## src/rtl/gdac_pkg.sv

```systemverilog
package gdac_pkg;

    typedef enum logic [1:0] {
        SRC_PINS   = 2'b00,
        SRC_SOFT   = 2'b01,
        SRC_LATCH  = 2'b10,
        SRC_LATCH2 = 2'b11
    } src_mode_e;

    typedef enum logic {
        ST_IDLE     = 1'b0,
        ST_LOW_HELD = 1'b1
    } lat_state_e;

    localparam int ADDR_SOFT = 'h40;
    localparam int ADDR_STBY = 'h41;
    localparam int ADDR_CTRL = 'h48;
    localparam int ADDR_STAT = 'h4A;

endpackage

```

## src/rtl/gdac_pin_sync.sv

```systemverilog
module gdac_pin_sync #(
    parameter int W = 3
) (
    input  logic         clk,
    input  logic         rst_n,
    input  logic [W-1:0] d,
    output logic [W-1:0] q
);

    logic [W-1:0] meta_q;
    logic [1:0]   age_q;

    always_ff @(posedge clk or negedge rst_n) begin
        if (!rst_n) begin
            meta_q <= '0;
            q      <= '0;
        end else begin
            meta_q <= d;
            q      <= meta_q;
        end
    end

    // cycles since reset, used only to bound the assertion window
    always_ff @(posedge clk or negedge rst_n) begin
        if (!rst_n)
            age_q <= '0;
        else if (age_q != 2'd2)
            age_q <= age_q + 2'd1;
    end

    // pin levels appear after exactly two flops
    p_sync_lag_r8: assert property (@(posedge clk) disable iff (!rst_n)
        (age_q == 2'd2) |-> (q == $past(d, 2)));

endmodule

```

## src/rtl/gdac_latch_fsm.sv

```systemverilog
module gdac_latch_fsm
    import gdac_pkg::*;
#(
    parameter int NCH = 15,
    parameter int CW  = 10,
    parameter int AW  = 7,
    parameter int DW  = 8
) (
    input  logic              clk,
    input  logic              rst_n,
    input  logic              wr_en,
    input  logic [AW-1:0]     wr_addr,
    input  logic [DW-1:0]     wr_data,
    input  logic [AW-1:0]     rd_addr,
    output logic              rd_hit,
    output logic [DW-1:0]     rd_byte,
    output logic [NCH*CW-1:0] latch_flat
);

    localparam int CHW  = $clog2(NCH);
    localparam int HIW  = CW - DW;
    localparam int LTOP = 2 * NCH;

    lat_state_e     state_q, state_n;
    logic [CHW-1:0] held_ch_q, held_ch_n;
    logic [DW-1:0]  held_lo_q, held_lo_n;
    logic           commit;

    logic           wr_lat;
    logic           wr_hi;
    logic [CHW-1:0] wr_ch;

    logic [CW-1:0]  latch_q [NCH];

    assign wr_lat = wr_en && (int'(wr_addr) < LTOP);
    assign wr_hi  = wr_addr[0];
    assign wr_ch  = CHW'(wr_addr[AW-1:1]);

    // state register
    always_ff @(posedge clk or negedge rst_n) begin
        if (!rst_n) begin
            state_q   <= ST_IDLE;
            held_ch_q <= '0;
            held_lo_q <= '0;
        end else begin
            state_q   <= state_n;
            held_ch_q <= held_ch_n;
            held_lo_q <= held_lo_n;
        end
    end

    // next state and commit strobe
    always_comb begin
        state_n   = state_q;
        held_ch_n = held_ch_q;
        held_lo_n = held_lo_q;
        commit    = 1'b0;
        if (wr_lat) begin
            unique case (state_q)
                ST_IDLE: begin
                    if (!wr_hi) begin            // CAPTURE
                        state_n   = ST_LOW_HELD;
                        held_ch_n = wr_ch;
                        held_lo_n = wr_data;
                    end
                end
                ST_LOW_HELD: begin
                    if (!wr_hi) begin            // RESTAGE
                        held_ch_n = wr_ch;
                        held_lo_n = wr_data;
                    end else if (wr_ch == held_ch_q) begin
                        commit  = 1'b1;          // COMMIT
                        state_n = ST_IDLE;
                    end else begin
                        state_n = ST_IDLE;       // ABANDON
                    end
                end
            endcase
        end
    end

    // latch storage
    always_ff @(posedge clk or negedge rst_n) begin
        if (!rst_n) begin
            for (int i = 0; i < NCH; i++)
                latch_q[i] <= '0;
        end else if (commit) begin
            for (int i = 0; i < NCH; i++)
                if (held_ch_q == CHW'(i))
                    latch_q[i] <= {wr_data[HIW-1:0], held_lo_q};
        end
    end

    for (genvar g = 0; g < NCH; g++) begin : g_flat
        assign latch_flat[g*CW +: CW] = latch_q[g];
    end

    // read side
    logic [CHW-1:0] rd_ch;
    logic [CW-1:0]  rd_code;

    assign rd_hit = int'(rd_addr) < LTOP;
    assign rd_ch  = CHW'(rd_addr[AW-1:1]);

    always_comb begin
        rd_code = '0;
        for (int i = 0; i < NCH; i++)
            if (rd_ch == CHW'(i))
                rd_code = latch_q[i];
        if (rd_addr[0])
            rd_byte = DW'(rd_code[CW-1:DW]);
        else
            rd_byte = rd_code[DW-1:0];
    end

    // a latch moves only on a high-byte write out of LOW_HELD
    p_commit_after_low_r3: assert property (@(posedge clk) disable iff (!rst_n)
        (latch_flat != $past(latch_flat)) |->
            ($past(state_q) == ST_LOW_HELD && $past(wr_lat) && $past(wr_hi)));

endmodule

```

## src/rtl/gdac_bank_store.sv

```systemverilog
module gdac_bank_store
    import gdac_pkg::*;
#(
    parameter int NCH   = 15,
    parameter int CW    = 10,
    parameter int NBANK = 4
) (
    input  logic                     clk,
    input  logic                     rst_n,
    input  logic                     bw_en,
    input  logic [$clog2(NBANK)-1:0] bw_bank,
    input  logic [$clog2(NCH)-1:0]   bw_chan,
    input  logic [CW-1:0]            bw_code,
    input  src_mode_e                mode,
    input  logic [$clog2(NBANK)-1:0] pin_bank,
    input  logic [$clog2(NBANK)-1:0] soft_bank,
    input  logic [NCH*CW-1:0]        latch_flat,
    output logic [NCH*CW-1:0]        dac_flat
);

    localparam int BW  = $clog2(NBANK);
    localparam int CHW = $clog2(NCH);

    logic [CW-1:0] bank_q [NBANK][NCH];
    logic [CW-1:0] nxt    [NCH];
    logic [BW-1:0] act_bank;
    logic          use_latch;

    always_ff @(posedge clk or negedge rst_n) begin
        if (!rst_n) begin
            for (int b = 0; b < NBANK; b++)
                for (int c = 0; c < NCH; c++)
                    bank_q[b][c] <= '0;
        end else if (bw_en) begin
            for (int b = 0; b < NBANK; b++)
                for (int c = 0; c < NCH; c++)
                    if (bw_bank == BW'(b) && bw_chan == CHW'(c))
                        bank_q[b][c] <= bw_code;
        end
    end

    always_comb begin
        act_bank  = '0;
        use_latch = 1'b0;
        unique case (mode)
            SRC_PINS:   act_bank  = pin_bank;
            SRC_SOFT:   act_bank  = soft_bank;
            SRC_LATCH:  use_latch = 1'b1;
            SRC_LATCH2: use_latch = 1'b1;
        endcase
    end

    always_comb begin
        for (int c = 0; c < NCH; c++) begin
            nxt[c] = '0;
            for (int b = 0; b < NBANK; b++)
                if (act_bank == BW'(b))
                    nxt[c] = bank_q[b][c];
            if (use_latch)
                nxt[c] = latch_flat[c*CW +: CW];
        end
    end

    // one output register for all channels
    always_ff @(posedge clk or negedge rst_n) begin
        if (!rst_n)
            dac_flat <= '0;
        else
            for (int c = 0; c < NCH; c++)
                dac_flat[c*CW +: CW] <= nxt[c];
    end

    // in a latch mode the outputs track the latches one edge later
    p_latch_follow_r6: assert property (@(posedge clk) disable iff (!rst_n)
        $past(mode[1]) |-> (dac_flat == $past(latch_flat)));

endmodule

```

## src/rtl/gdac_bank_ctrl.sv

```systemverilog
module gdac_bank_ctrl
    import gdac_pkg::*;
#(
    parameter int NCH   = 15,
    parameter int CW    = 10,
    parameter int NBANK = 4,
    parameter int AW    = 7,
    parameter int DW    = 8
) (
    input  logic                     clk,
    input  logic                     rst_n,
    input  logic                     wr_en,
    input  logic [AW-1:0]            wr_addr,
    input  logic [DW-1:0]            wr_data,
    input  logic [AW-1:0]            rd_addr,
    output logic [DW-1:0]            rd_data,
    input  logic [$clog2(NBANK)-1:0] sel_pins,
    input  logic                     load_pin,
    input  logic                     bw_en,
    input  logic [$clog2(NBANK)-1:0] bw_bank,
    input  logic [$clog2(NCH)-1:0]   bw_chan,
    input  logic [CW-1:0]            bw_code,
    output logic [NCH*CW-1:0]        dac_codes,
    output logic [DW-1:0]            status
);

    localparam int BW   = $clog2(NBANK);
    localparam int SW   = BW + 1;
    localparam int LTOP = 2 * NCH;

    logic [SW-1:0]     pins_s;
    logic [BW-1:0]     soft_q;
    logic [DW-1:0]     stby_q;
    src_mode_e         mode_q;
    logic              lat_hit;
    logic [DW-1:0]     lat_byte;
    logic [NCH*CW-1:0] latch_flat;

    gdac_pin_sync #(.W(SW)) u_sync (
        .clk   (clk),
        .rst_n (rst_n),
        .d     ({load_pin, sel_pins}),
        .q     (pins_s)
    );

    gdac_latch_fsm #(.NCH(NCH), .CW(CW), .AW(AW), .DW(DW)) u_latch (
        .clk        (clk),
        .rst_n      (rst_n),
        .wr_en      (wr_en),
        .wr_addr    (wr_addr),
        .wr_data    (wr_data),
        .rd_addr    (rd_addr),
        .rd_hit     (lat_hit),
        .rd_byte    (lat_byte),
        .latch_flat (latch_flat)
    );

    gdac_bank_store #(.NCH(NCH), .CW(CW), .NBANK(NBANK)) u_banks (
        .clk        (clk),
        .rst_n      (rst_n),
        .bw_en      (bw_en),
        .bw_bank    (bw_bank),
        .bw_chan    (bw_chan),
        .bw_code    (bw_code),
        .mode       (mode_q),
        .pin_bank   (pins_s[BW-1:0]),
        .soft_bank  (soft_q),
        .latch_flat (latch_flat),
        .dac_flat   (dac_codes)
    );

    // configuration registers
    always_ff @(posedge clk or negedge rst_n) begin
        if (!rst_n) begin
            soft_q <= '0;
            stby_q <= '0;
            mode_q <= SRC_PINS;
        end else if (wr_en) begin
            if (int'(wr_addr) == ADDR_SOFT)
                soft_q <= wr_data[BW-1:0];
            if (int'(wr_addr) == ADDR_STBY)
                stby_q <= wr_data;
            if (int'(wr_addr) == ADDR_CTRL)
                mode_q <= src_mode_e'(wr_data[1:0]);
        end
    end

    assign status = DW'(pins_s);

    always_comb begin
        rd_data = '0;
        if (lat_hit)
            rd_data = lat_byte;
        else if (int'(rd_addr) == ADDR_SOFT)
            rd_data = DW'(soft_q);
        else if (int'(rd_addr) == ADDR_STBY)
            rd_data = stby_q;
        else if (int'(rd_addr) == ADDR_CTRL)
            rd_data = DW'(mode_q);
        else if (int'(rd_addr) == ADDR_STAT)
            rd_data = DW'(pins_s);
    end

    logic rd_reserved;
    assign rd_reserved = (int'(rd_addr) >= LTOP) &&
                         (int'(rd_addr) != ADDR_SOFT) && (int'(rd_addr) != ADDR_STBY) &&
                         (int'(rd_addr) != ADDR_CTRL) && (int'(rd_addr) != ADDR_STAT);

    // reserved addresses read as zero
    p_reserved_read_zero_r9: assert property (@(posedge clk) disable iff (!rst_n)
        rd_reserved |-> (rd_data == '0));

    // mode register follows a control write on the next edge
    p_ctrl_write_r7: assert property (@(posedge clk) disable iff (!rst_n)
        (wr_en && int'(wr_addr) == ADDR_CTRL) |=> (mode_q == src_mode_e'($past(wr_data[1:0]))));

endmodule

```

## config.mk

```make
export PLATFORM = sky130hd
export DESIGN_NAME = gdac_bank_ctrl
export DESIGN_NICKNAME = d
export VERILOG_FILES = /design/src/rtl/gdac_pkg.sv /design/src/rtl/gdac_pin_sync.sv /design/src/rtl/gdac_latch_fsm.sv /design/src/rtl/gdac_bank_store.sv /design/src/rtl/gdac_bank_ctrl.sv
export SDC_FILE = /design/constraint.sdc
export NUM_CORES = 1
export LEC_CHECK = 0
export BUFFER_PORTS_ARGS = -buffer_cell sky130_fd_sc_hd__buf_2
export CAP_MARGIN = 40
export CORE_ASPECT_RATIO = 1.75
export CORE_UTILIZATION = 40
export DETAILED_ROUTE_END_ITERATION = 10
export GPL_TIMING_DRIVEN = 0
export PLACE_DENSITY = 0.56
export SETUP_SLACK_MARGIN = 0.1
export SLEW_MARGIN = 25
export SYNTH_ARGS = -nofsm -noshare
export SYNTH_HDL_FRONTEND = slang
export SYNTH_SLANG_ARGS = --single-unit
```

## constraint.sdc

```tcl
create_clock -name clk -period 2.5 [get_ports clk]
set_clock_uncertainty 0.2 [all_clocks]
set_input_delay 0.375 -clock clk [delete_from_list [all_inputs] [get_ports clk]]
set_output_delay 0.375 -clock clk [all_outputs]
set_load 0.01 [all_outputs]
```

==> flow_summary_export.csv <==
group,metric,value,unit
critical_path,crit-reg2reg-launch,"mode_q[0]$_DFFE_PN0P_",
run_status,status,"complete, but fails checks",
route,drc,0,
clock_network,cts.htree.levels,3,
clock_network,cts-root-buf,"clkbuf_16",
logic_synthesis,syn_area,0.0401,mm2
sta,setup_viol,124,
logic_synthesis,synth.distinct_cells,59,
logic_synthesis,ys.flop_type,"dfrtp_1",
critical_path,worst_r2r_path_depth,9,
clock_network,clk_pin_slew,0.07,ns
logic_synthesis,avgSynthCellArea,15.8,um2
die,io_pins,211,
sta,post-route-period-util,132,%
sta,fin_crit,3.30,ns
finish,mostFrequentLayoutCells,"dfrtp_1, mux2_2, buf_2",
die,initial_core_util,40.4,%
finish,area_growth,24.8,%
logic_synthesis,synthCells,2537,
logic_synthesis,ys_seq_area_share,58.1,%
finish,layout-drive-gt1-share,57.8,%
global_routing,grt_pass1_wl,215,mm
critical_path,crit_path_end_kind,"primary output",
global_routing,grt_pass1_vias,27324,
global_routing,grt_max_degree,136,
logic_synthesis,yosysWarnings,0,
min_path,hp-class,"in2async",
critical_path,cp.arrival,2.73,ns
placed_design,dp_slack,-1.34,ns
route,drtIter0Drc,1758,
die,fp.coreArea,0.0994,mm2
critical_path,required,1.92,ns
sta,setup_tns,-11.37,ns
route,wl_per_cell,35.5,um
global_routing,use_met1,37.6,%
placed_design,placed_area,0.0436,mm2
critical_path,critPathKind,"reg2out",
sta,rsz0062_at_grt,"yes",
pwr,power.leakage,23.9,nW
sta,slew_headroom,36.3,%
sta,tightest_slew,0.956,ns
clock_network,cts_tree,"yes",
placed_design,dp_hpwl,111,mm
finish,finalNonFillerCells,4388,
run_status,violations,"negative hold slack, negative setup slack",
critical_path,regToRegSetupSlack,-0.14,ns
logic_synthesis,synth_area_leader_cell,"dfrtp_1",
global_routing,gr-usage-met3,4.33,%
route,dr.pass1.iters,5,
finish,seq_area,0.0233,mm2
sta,slew_viol_final,0,
finish,nets,3045,
sta,fmax,303,MHz
finish,layout_commonest_cell,"dfrtp_1",
global_routing,antenna_found_initial,17,
logic_synthesis,yosys.area.top_type_share,58.1,%
die,die_area,0.102,mm2
placed_design,place_inst,4092,
die,fp.dieH,421,um
sta,setup_ws,-0.805,ns
global_routing,grt.total_usage,31.0,%
global_routing,grt.busiest_layer,"met2",
global_routing,grtUsageMet2,51.4,%
placed_design,portBuffers,190,
route,vias_per_cell,5.79,
route,postRouteAntennaNets,0,
route,totalWireLength,156,mm
die,dieWidth,241,um
clock_network,cts_buffers,90,
finish,finalInstanceArea,0.0501,mm2
global_routing,overflow,0,
critical_path,cp_max_fo,3,
logic_synthesis,yosys-top-cells-area,"dfrtp_1, mux2_2, mux4_2, clkbuf_1, nand2_1",
clock_network,clock-sinks,931,
finish,multi_input_area,0.0174,mm2
critical_path,startpoint_type,"flip-flop",
logic_synthesis,async_flop_share,100,%
pwr,power_per_cell_area,794,mW/mm2
logic_synthesis,synth_edf_count,0,
run,drv_cap,0,
critical_path,timing.rr.end,"u_banks.dac_flat[131]$_DFF_PN0_",
sta,finalHoldViolCount,286,
clock_network,clock_latency,0.70,ns
clock_network,cts.path.max_buffers,3,
pwr,vdd_drop_max,591,uV
finish,fill_cells,8318,
route,vias,25404,
placed_design,gp_congestion,1.02,
logic_synthesis,synth-seq-cells,931,
die,fp-row-count,153,
sta,hold_ws,-0.592,ns
-- through the flow --
| step | power, mW | utilization (%) |
|---|---|---|
| CTS | 39.7 | 49.4 |
| global route | 41.1 | 50.4 |
| finish | 39.8 | 50.4 |
| detailed placement | 24.2 | 43.9 |
| global placement | 23.8 | 43.1 |
| floorplan | 21.3 | - |
-- worst max-delay path, cell delays in order (launching register included) --
cell and delay (ns):
dfrtp_1 0.40, mux4_2 0.56, mux2i_2 0.25, o221ai_2 0.16
a222oi_1 0.35, o21ai_2 0.13, buf_2 0.16
-- kinds of logic after synthesis --
family / after synthesis / synth area share, %
multiplexers: 1111 / 35.6
flip-flops: 931 / 58.1
AND/OR/NAND/NOR: 207 / 2.69
buffers and inverters: 176 / 1.77
AO/OA/AOI/OAI: 107 / 1.77
XOR/XNOR: 4 / 0.0873
other: 1 / 0.00934
-- cells in the mapped netlist (7+ instances only) --
| cell | n |
|---|---|
| mux4_2 | 160 |
| nor2_2 | 16 |
| nor3_1 | 13 |
| a22oi_1 | 10 |
| nand2_1 | 78 |
| nor2_1 | 27 |
| o21ai_0 | 22 |
| nand3_1 | 13 |
| nand2b_1 | 9 |
| a31oi_1 | 9 |
| mux2i_1 | 19 |
| buf_4 | 7 |
| buf_1 | 14 |
| clkbuf_1 | 131 |
| a21oi_1 | 23 |
| nand2_2 | 9 |
| buf_2 | 20 |
| mux2_2 | 929 |
| dfrtp_1 | 931 |
-- final cells by class --
class / count / share of cell area, %
repair buffers: 363 / 6.94
inverters: 4 / 0.0300
diodes: 6 / 0.0300
plain buffers: 167 / 2.35
flip-flops and latches: 931 / 46.5
multi-input cells: 1443 / 34.7
clock inverters: 33 / 1.03
clock buffers: 124 / 5.14
well taps: 1317 / 3.29
-- flip-flops by register name, summed over array words and instances, names as in the netlist --
register	cells
u_banks.bank_q	600
u_banks.dac_flat	150
u_latch.latch_flat	150
stby_q	8
u_latch.held_lo_q	8
u_latch.held_ch_q	4
u_sync.meta_q	3
u_sync.q	3
mode_q	2
soft_q	2
u_latch.state_q	1
-- worst max-delay path by stage --
| stage | start | end | depth (start not counted) |
|---|---|---|---|
| floorplan | mode_q[1]$_DFFE_PN0P_ | u_banks.dac_flat[130]$_DFF_PN0_ | 6 |
| finish | u_latch.latch_flat[15]$_DFFE_PN0P_ | rd_data[5] | 6 |
| global placement | rst_n | u_banks.bank_q[392]$_DFFE_PN0P_ | 1 |
| global route | u_latch.latch_flat[15]$_DFFE_PN0P_ | rd_data[5] | 6 |
| detailed placement | rd_addr[3] | rd_data[7] | 10 |
| CTS | u_latch.latch_flat[35]$_DFFE_PN0P_ | rd_data[5] | 6 |
-- per-layer routing --
metal  vias up  wire (um)  part of all wire, %
li1      10317          -                    -
met1     13820      59000                   38
met2       925      77600                   50
met3       332       7080                  4.5
met4        10      12000                  7.7
met5         -         62                0.040
-- power by group --
| part | internal (mW) | leakage (nW) | total [mW] | switching, mW |
|---|---|---|---|---|
| Combinational | 3.74 | 9.92 | 7.33 | 3.59 |
| Clock | 8.53 | 1.51 | 14.6 | 6.08 |
| Sequential | 16.9 | 12.5 | 17.8 | 0.951 |
-- what timing repair did --
item	in CTS	in global routing
gates resized for setup	312	177
pin swaps	21	17
hold buffers	21	2
endpoints found under the setup margin	346	323
hold endpoints to repair	401	95
setup buffers	64	21
gates cloned	15	10
Power figures use the tool's default switching activity.
